--- config.mk ---
export PLATFORM = sky130hd
export DESIGN_NAME = irq_prio_ctrl
export DESIGN_NICKNAME = d
export VERILOG_FILES = /design/src/rtl/irq_pkg.sv /design/src/rtl/irq_req_latch.sv /design/src/rtl/irq_prio_pick.sv /design/src/rtl/irq_svc_state.sv /design/src/rtl/irq_prio_ctrl.sv
export SDC_FILE = /design/constraint.sdc
export NUM_CORES = 1
export LEC_CHECK = 0
export BUFFER_PORTS_ARGS = -buffer_cell sky130_fd_sc_hd__buf_2
export CAP_MARGIN = 20
export CORE_UTILIZATION = 42
export DETAILED_ROUTE_END_ITERATION = 8
export PLACE_DENSITY = 0.67
export SKIP_CTS_REPAIR_TIMING = 1
export SLEW_MARGIN = 25
export SYNTH_ARGS = -nofsm -noshare
export SYNTH_HDL_FRONTEND = slang
export SYNTH_SLANG_ARGS = --single-unit
export TNS_END_PERCENT = 1
--- constraint.sdc ---
create_clock -name clk -period 6.01 [get_ports clk]
set_clock_uncertainty 0.05 [all_clocks]
set_input_delay 0.3005 -clock clk [delete_from_list [all_inputs] [get_ports clk]]
set_output_delay 0.3005 -clock clk [all_outputs]
set_load 0.05 [all_outputs]
--- src/rtl/irq_pkg.sv ---
package irq_pkg;
  typedef enum logic [2:0] {
    OP_AROT_OFF = 3'b000,
    OP_REL_TOP  = 3'b001,
    OP_IDLE     = 3'b010,
    OP_REL_LINE = 3'b011,
    OP_AROT_ON  = 3'b100,
    OP_ROT_TOP  = 3'b101,
    OP_SET_LOW  = 3'b110,
    OP_ROT_LINE = 3'b111
  } rel_op_e;
endpackage

--- src/rtl/irq_req_latch.sv ---
module irq_req_latch #(
  parameter int N = 8
) (
  input  logic         clk,
  input  logic         rst_n,
  input  logic [N-1:0] lines,
  input  logic         level_mode,
  input  logic [N-1:0] clr,
  output logic [N-1:0] pend
);
  logic [N-1:0] prev;

  for (genvar g = 0; g < N; g++) begin : g_line
    logic nxt;
    always_comb begin
      if (level_mode) nxt = lines[g] & ~clr[g];
      else            nxt = (pend[g] & ~clr[g]) | (lines[g] & ~prev[g]);
    end
    always_ff @(posedge clk) begin
      if (!rst_n) begin
        pend[g] <= 1'b0;
        prev[g] <= 1'b0;
      end else begin
        pend[g] <= nxt;
        prev[g] <= lines[g];
      end
    end
  end
endmodule

--- src/rtl/irq_prio_pick.sv ---
module irq_prio_pick #(
  parameter int N = 8,
  parameter int W = $clog2(N)
) (
  input  logic [N-1:0] vec,
  input  logic [W-1:0] low,
  output logic         found,
  output logic [W-1:0] idx
);
  always_comb begin
    logic [W-1:0] cand;
    found = 1'b0;
    idx   = low;
    // walk from lowest rank to highest so the last hit is the most urgent
    for (int k = N - 1; k >= 0; k--) begin
      cand = low + W'(k + 1);
      if (vec[cand]) begin
        found = 1'b1;
        idx   = cand;
      end
    end
  end
endmodule

--- src/rtl/irq_svc_state.sv ---
module irq_svc_state #(
  parameter int N = 8,
  parameter int W = $clog2(N)
) (
  input  logic             clk,
  input  logic             rst_n,
  input  logic             cmd_valid,
  input  irq_pkg::rel_op_e cmd_op,
  input  logic [W-1:0]     cmd_line,
  input  logic             take,
  input  logic [W-1:0]     take_idx,
  input  logic             auto_rel,
  input  logic             top_found,
  input  logic [W-1:0]     top_idx,
  output logic [N-1:0]     isr,
  output logic [W-1:0]     low_ptr
);
  import irq_pkg::*;

  logic         arot;
  logic         arot_n;
  logic [N-1:0] clr;
  logic [N-1:0] set;
  logic [W-1:0] ptr_n;

  always_comb begin
    clr    = '0;
    set    = '0;
    ptr_n  = low_ptr;
    arot_n = arot;
    if (take && !auto_rel) set[take_idx] = 1'b1;
    if (take && auto_rel && arot) ptr_n = take_idx;
    if (cmd_valid) begin
      case (cmd_op)
        OP_REL_TOP:  if (top_found) clr[top_idx] = 1'b1;
        OP_REL_LINE: clr[cmd_line] = 1'b1;
        OP_ROT_TOP:  if (top_found) begin
                       clr[top_idx] = 1'b1;
                       ptr_n        = top_idx;
                     end
        OP_ROT_LINE: begin
                       clr[cmd_line] = 1'b1;
                       ptr_n         = cmd_line;
                     end
        OP_SET_LOW:  ptr_n  = cmd_line;
        OP_AROT_ON:  arot_n = 1'b1;
        OP_AROT_OFF: arot_n = 1'b0;
        default:     ;
      endcase
    end
  end

  always_ff @(posedge clk) begin
    if (!rst_n) begin
      isr     <= '0;
      low_ptr <= W'(N - 1);
      arot    <= 1'b0;
    end else begin
      isr     <= (isr & ~clr) | set;
      low_ptr <= ptr_n;
      arot    <= arot_n;
    end
  end
endmodule

--- src/rtl/irq_prio_ctrl.sv ---
module irq_prio_ctrl #(
  parameter int N      = 8,
  parameter int BASE_W = 5
) (
  input  logic                          clk,
  input  logic                          rst_n,
  input  logic [N-1:0]                  irq_in,
  input  logic [BASE_W-1:0]             cfg_base,
  input  logic                          cfg_level,
  input  logic                          cfg_auto_eoi,
  input  logic [N-1:0]                  cfg_mask,
  input  logic                          cmd_valid,
  input  logic [2:0]                    cmd_op,
  input  logic [$clog2(N)-1:0]          cmd_line,
  output logic                          int_req,
  input  logic                          int_ack,
  output logic                          vec_valid,
  output logic [BASE_W+$clog2(N)-1:0]   vec_out
);
  localparam int W     = $clog2(N);
  localparam int VEC_W = BASE_W + W;

  logic [N-1:0] irr;
  logic [N-1:0] isr;
  logic [N-1:0] clr_req;
  logic [W-1:0] low_ptr;
  logic         req_found, isr_found;
  logic [W-1:0] req_idx, isr_idx;
  logic [W-1:0] rank_req, rank_isr;
  logic         winner, grant, take;

  irq_req_latch #(.N(N)) u_latch (
    .clk(clk), .rst_n(rst_n), .lines(irq_in), .level_mode(cfg_level),
    .clr(clr_req), .pend(irr)
  );

  irq_prio_pick #(.N(N), .W(W)) u_pick_req (
    .vec(irr & ~cfg_mask), .low(low_ptr), .found(req_found), .idx(req_idx)
  );

  irq_prio_pick #(.N(N), .W(W)) u_pick_isr (
    .vec(isr), .low(low_ptr), .found(isr_found), .idx(isr_idx)
  );

  irq_svc_state #(.N(N), .W(W)) u_svc (
    .clk(clk), .rst_n(rst_n), .cmd_valid(cmd_valid),
    .cmd_op(irq_pkg::rel_op_e'(cmd_op)), .cmd_line(cmd_line),
    .take(take), .take_idx(req_idx), .auto_rel(cfg_auto_eoi),
    .top_found(isr_found), .top_idx(isr_idx),
    .isr(isr), .low_ptr(low_ptr)
  );

  // rank 0 is the most urgent position under the current rotation
  assign rank_req = req_idx - low_ptr - W'(1);
  assign rank_isr = isr_idx - low_ptr - W'(1);
  assign winner   = req_found && (!isr_found || (rank_req < rank_isr));
  assign grant    = int_req && int_ack;
  assign take     = grant && winner;
  assign clr_req  = take ? (N'(1) << req_idx) : '0;

  always_ff @(posedge clk) begin
    if (!rst_n) begin
      int_req   <= 1'b0;
      vec_valid <= 1'b0;
      vec_out   <= '0;
    end else begin
      int_req   <= winner && !grant;
      vec_valid <= grant;
      if (grant) vec_out <= VEC_W'({cfg_base, (take ? req_idx : {W{1'b1}})});
    end
  end
endmodule

== Word-level counts from Yosys, hierarchy flattened ==
Cells that the tools add are included.

* Register bits after elaboration: 38
* Bits of input ports: 33
* Output and inout bits: 10
* Word-level logic and storage cells: 215

* Add/sub/neg operators: 11
* Order comparisons: 15
* Equality and inequality tests: 6
* Shifts and indexed selects: 1
* Multiplexer cells: 87
* Bitwise gates (word level): 53
* Reductions and logical operators: 20

{| class="wikitable"
|+ Operator list
! cell !! count
|-
| two-way mux 3 bit || 18
|-
| binary-select mux 1 bit (select 3 bit) || 16
|-
| < comparator 3 x 4 -> 1 bit (second input constant) || 11
|-
| two-way mux 1 bit || 43
|-
| two-way mux 8 bit || 4
|-
| AND 1 bit || 24
|-
| AND 8 bit || 2
|-
| inverter 1 bit || 16
|-
| inverter 8 bit || 2
|-
| case mux 8 bit (2 select lines) || 1
|-
| adder 3 bit (second input constant) || 4
|-
| == test 3 bit (second input constant) || 4
|-
| logical AND 1 bit || 10
|-
| demux 1 bit (select 3 bit) || 3
|-
| >= comparator 3 x 1 -> 1 bit (second input constant) || 3
|-
| OR 1 bit || 8
|-
| OR 8 bit || 1
|-
| left shift 1 x 3 -> 8 bit (first input constant) || 1
|-
| adder 3 x 2 -> 3 bit (second input constant) || 2
|-
| case mux 3 bit (2 select lines) || 1
|-
| OR reduction 2 bit || 3
|-
| subtractor 3 x 1 -> 3 bit (second input constant) || 2
|-
| subtractor 3 bit || 2
|-
| adder 3 x 1 -> 3 bit (second input constant) || 1
|-
| 9 further kinds || 11
|}

== Depth between registers and ports, before layout ==
* Depth after elaboration: 23
* Depth in mapped cells: 24
* Depth with buffers taken out: 20

== By module ==
A second synthesis with hierarchy kept.

* Cell total of the unflattened synthesis: 414
* Area, all modules: 3575.9 um2

{| class="wikitable"
|+ By module, submodules not included
! module !! instances !! cells each !! area an instance (um2) !! sequential area each (um2)
|-
| irq_prio_pick || 2 || 80 || 684.4 || 0.0
|-
| irq_svc_state || 1 || 96 || 804.5 || 240.2
|-
| irq_prio_ctrl || 1 || 93 || 789.5 || 200.2
|-
| irq_req_latch || 1 || 65 || 613.1 || 320.3
|}

== Worst setup path before layout ==
OpenSTA, ideal clock, no wires.

* Path type: register -> register
* Start point: reg u_svc.low_ptr[1]
* End point: reg u_latch.pend[3]
* Setup time: 117 ps
* Arrival: 5253 ps
* Data required time: 5843 ps
* Path slack: 590 ps
* Stages on the path, launching flop included: 25
* Path buffers: 4
* Period minus slack after synthesis: 5420 ps
* Path through: dfxtp_1 -> buf_6 -> inv_1 -> clkbuf_1 -> ha_1 -> buf_6 -> mux4_2 -> buf_2 -> mux2i_1 -> nand3_1 -> nand3_1 -> a21oi_1 -> xnor2_1 -> inv_2 -> ha_1 -> fa_1 -> xnor2_1 -> xnor2_1 -> ha_1 -> nor2b_1 -> o21a_2 -> a211oi_4 -> nand2b_4 -> or3b_1 -> a32o_1

* Cells in the longest elaborated chain, start to end: 21
* Elaborated cells on any way between the ends: 85
* Those cells by class: add/sub (11); order compare (1); shift (1); mux (64); bitwise (4); reduce/logical (4)

{| class="wikitable"
|+ RTL lines
! what !! RTL line !! source
|-
| start: declaration || irq_svc_state.sv:16 || <nowiki>output logic [W-1:0] low_ptr</nowiki>
|-
| start signal: assignment || irq_svc_state.sv:56 || <nowiki>low_ptr <= W'(N - 1);</nowiki>
|-
| start signal: assignment || irq_svc_state.sv:60 || <nowiki>low_ptr <= ptr_n;</nowiki>
|-
| adder 3 bit || irq_prio_pick.sv:16 || <nowiki>cand = low + W'(k + 1);</nowiki>
|-
| binary-select mux 1 bit (select 3 bit) || irq_prio_pick.sv:17 || <nowiki>if (vec[cand]) begin</nowiki>
|-
| two-way mux 1 bit (not written as such) || irq_prio_pick.sv:17 ||
|-
| two-way mux 3 bit (7 in a row) || irq_prio_pick.sv:17 ||
|-
| subtractor 3 bit, on equally long branches || irq_prio_ctrl.sv:54, irq_prio_ctrl.sv:55 ||
|-
| subtractor 3 x 1 -> 3 bit, on equally long branches || irq_prio_ctrl.sv:54, irq_prio_ctrl.sv:55 ||
|-
| < comparator 3 bit || irq_prio_ctrl.sv:56 || <nowiki>assign winner = req_found && (!isr_found || (rank_req < rank_isr));</nowiki>
|-
| logical OR 1 bit || irq_prio_ctrl.sv:56 ||
|-
| logical AND 1 bit || irq_prio_ctrl.sv:56 ||
|-
| logical AND 1 bit || irq_prio_ctrl.sv:58 || <nowiki>assign take = grant && winner;</nowiki>
|-
| two-way mux 8 bit (*) || irq_prio_ctrl.sv:59 || <nowiki>assign clr_req = take ? (N'(1) << req_idx) : '0;</nowiki>
|-
| inverter 1 bit (*) || irq_req_latch.sv:16, irq_req_latch.sv:17 ||
|-
| AND 1 bit || irq_req_latch.sv:17 || <nowiki>else nxt = (pend[g] & ~clr[g]) | (lines[g] & ~prev[g]);</nowiki>
|-
| OR 1 bit || irq_req_latch.sv:17 ||
|-
| two-way mux 1 bit (*) || irq_req_latch.sv:16 || <nowiki>if (level_mode) nxt = lines[g] & ~clr[g];</nowiki>
|-
| end signal: indexed assignment || irq_req_latch.sv:24 || <nowiki>pend[g] <= nxt;</nowiki>
|-
| end: declaration || irq_req_latch.sv:9 || <nowiki>output logic [N-1:0] pend</nowiki>
|}

Every way passes the cells marked *; elsewhere a longest branch is shown, timed or not. The select of a mux whose other input is x is not followed.
A chain may end at the register's enable or synchronous reset.

== Worst setup path in the final report ==
* Start point: reg u_svc.low_ptr[0]
* End point: reg u_latch.pend[3]

Same word-level chain as after synthesis.

==> flow_summary.toml <==
[detailed_routing]
routed_wl_um = 9952
drt_iter0_drc = 196
ant_nets = 0
wire_per_inst_um = 17.77
viasPerCell = 6.491
drc = 0
num_vias = 3635
firstDrtPassIters = 5

[yosys]
async_flop_share_pct = 0
synth_ff_type = "dfxtp_1"
yosysMostFrequentCell = "nand2_1"
synthesis.area_um2 = 3732
yosysTopAreaCellShare_pct = 20.38
yosys.cell_types.count = 78
synth_edf_count = 0
synth.yosys.warnings = 0
netlist_top_cells_area = "dfxtp_1, mux4_2, mux2i_1"
syn_inst = 416
synth_common_cells = "nand2_1, dfxtp_1, a21oi_1"
synth_seq_cells = 38
avgSynthCellArea_um2 = 8.972
ys_seq_area_share_pct = 20.38
syn-num-nets = 457
synth_largest_area_cell = "dfxtp_1"

[setup_path]
cp_max_fo = 24
rrSetupSlack_ns = 0.53
ff2ff_path_depth = 19
worstSetupStartpointType = "flip-flop"
cp.required_ns = 6.14
worstReg2RegEnd = "u_latch.pend[3]"
crit_chain = "buf_4 -> mux4_2 -> mux2i_1 -> nor3_1 -> o31a_1 -> a21oi_1 -> xnor2_1 -> inv_2 -> ha_1 -> fa_1 -> xnor2_1 -> xnor2_1 -> ha_1 -> nor2b_1 -> o21a_2 -> a211oi_4 -> nand2b_4 -> or3b_1 -> a32o_1"
worst-setup-path-type = "flip-flop to flip-flop"
critPathSlowestCell = "mux4_2"
critPathMaxStageDelay_ns = 0.67
r2r-start = "u_svc.low_ptr[0]"
path_common_cell = "xnor2_1"
endpoint_kind = "flip-flop"
critPathTopFamily = "compound AO/OA/AOI/OAI gates"
crit_buf_inv = 2
worstPathArrival_ns = 5.61

[power]
irDropWorstVdd_mv = 0.1547
swShare_pct = 37.78
combPwrFrac_pct = 41.4
power.sequential.fraction_pct = 33.4
power.density_nw_per_um2 = 207.2
clkPwrFrac_pct = 25.2
p_total_uw = 847.6
p_int_uw = 527.4
p_sw_uw = 320.2
power_leakage_nw = 1.612

[floorplanning]
fp-row-count = 34
die_height_um = 96.27
core_area_um2 = 8678
design.portCount = 43
start_util_pct = 43.01
die_area_um2 = 9268
die_w_um = 96.27

[global_routing]
grt_pass1_wl_um = 16250
first_global_vias = 3350
use_met2_pct = 34.69
busiest_layer = "met2"
antenna_found_initial = 0
use_met1_pct = 31.39
grt_util_met3_pct = 3.476
track_usage_pct = 22.59
grt_start_max_net_pins = 41
grt_overflow = 0

[hold_path]
hold_path_class = "primary input to flip-flop"
min-delay-start = "irq_in[2]"
hold_end = "u_latch.prev[2]"
min_path_cells = 2

[placement]
gp_congestion = 0.8874
io_buffer_count = 42
dp_hpwl_um = 7606

[clock_network]
clock-sinks = 38
clock_latency_ns = 0.29
clk_path_buf_depth = 2
cts_buffers = 5
cts_tree = "built"
clkTransAtPathRegs_ns = 0.08
ctsRootBufferMaster = "clkbuf_8"
h-tree-depth = 2

[job]
maxCapViolations = 0

[final_layout]
nets = 492
drive_gt1_share_pct = 22.79
nFillCells = 838
syn_to_final_growth_pct = 9.588
diodes = 0

[timing]
rsz0062_at_grt = "false"
hold_viol_final = 0
tightest_slew_ns = 0.6131
report.final.slew_viol_count = 0
fin_crit_sh_pct = 91.11
setup_viol = 0
clock.fmax_ghz = 0.1826
final.setup.tns_ns = 0
finalCriticalPeriod_ns = 5.476
max-slew-margin-rel_pct = 59.13

[run_status]
run_status = "finished clean"
-- worst max path at each step --
stage	endpoint	cells after the start	slack (ns)	startpoint
2_1_floorplan	u_latch.pend[3]	24	0.59	u_svc.low_ptr[1]
3_3_place_gp	u_svc.low_ptr[0]	19	0.72	u_svc.low_ptr[0]
3_5_place_dp	u_latch.pend[3]	19	0.61	u_svc.low_ptr[0]
4_1_cts	u_svc.low_ptr[0]	19	0.54	u_svc.low_ptr[0]
5_1_grt	u_svc.low_ptr[0]	19	0.04	u_svc.low_ptr[0]
6_report	u_latch.pend[3]	19	0.53	u_svc.low_ptr[0]
-- registers in the layout, indices dropped and copies added (netlist names) --
register	flops
u_latch.prev	8
u_svc.low_ptr	3
u_svc.arot	1
u_latch.pend	8
vec_valid	1
vec_out	8
u_svc.isr	8
int_req	1
-- final cells by class --
cell class	count	area, um^2	area share, %
Tap cell	108	135.1	3.304
Timing Repair Buffer	51	277.8	6.791
Sequential cell	38	760.7	18.60
Multi-Input combinational cell	341	2748	67.18
Inverter	14	55.05	1.346
Clock buffer	5	68.82	1.682
Clock inverter	3	45.04	1.101
-- per-layer routing --
layer	wire length, um	up-vias
met3	720	30
met5	0	-
met2	4565	196
met4	309	0
met1	4357	1739
li1	-	1670
-- cell families after synthesis --
| logic type | share of synthesized area, % |
|---|---|
| AND/OR/NAND/NOR | 23.83 |
| adder cells (fa/ha/maj) | 3.084 |
| multiplexers | 20.65 |
| buffers and inverters | 6.000 |
| XOR/XNOR | 2.548 |
| flip-flops | 20.38 |
| AO/OA/AOI/OAI | 23.50 |
-- cell usage in the layout (no fill, tap or decap), types with 5 or more instances in the layout --
master / count
a21boi_0: 10
a21oi_1: 24
and2_1: 13
and3_1: 8
buf_2: 42
buf_4: 9
clkbuf_8: 5
dfxtp_1: 38
ha_1: 6
inv_1: 9
mux2i_1: 17
mux4_2: 20
nand2_1: 40
nand2b_1: 14
nand3_1: 13
nand3b_1: 5
nor2_1: 18
nor2b_1: 13
nor3_1: 9
nor3b_1: 5
o211ai_1: 8
o21ai_0: 10
o221ai_1: 5
o22ai_1: 8
xnor2_1: 8
-- power by group through the flow --
stage / registers, mW / clock network (mW) / logic [mW]
after floorplan: 0.309 / 0 / 0.246
after global placement: 0.288 / 0 / 0.340
after detailed placement: 0.289 / 0 / 0.346
after CTS: 0.283 / 0.220 / 0.348
after global routing: 0.285 / 0.229 / 0.385
final: 0.283 / 0.214 / 0.351
-- stage by stage --
stage	worst slack [ns]	cells	hold slack (ns)	instance area, um^2	utilization, %
2_1_floorplan	0.5896	416	0.3722	3732	-
3_3_place_gp	0.7240	552	0.3997	3976	45.82
3_5_place_dp	0.6086	552	0.4046	3976	45.82
4_1_cts	0.5416	560	0.1812	4090	47.13
5_1_grt	0.04219	560	0.1968	4090	47.13
6_report	0.5342	560	0.1868	4090	47.13
No activity file was read; power rests on OpenSTA's default activity.
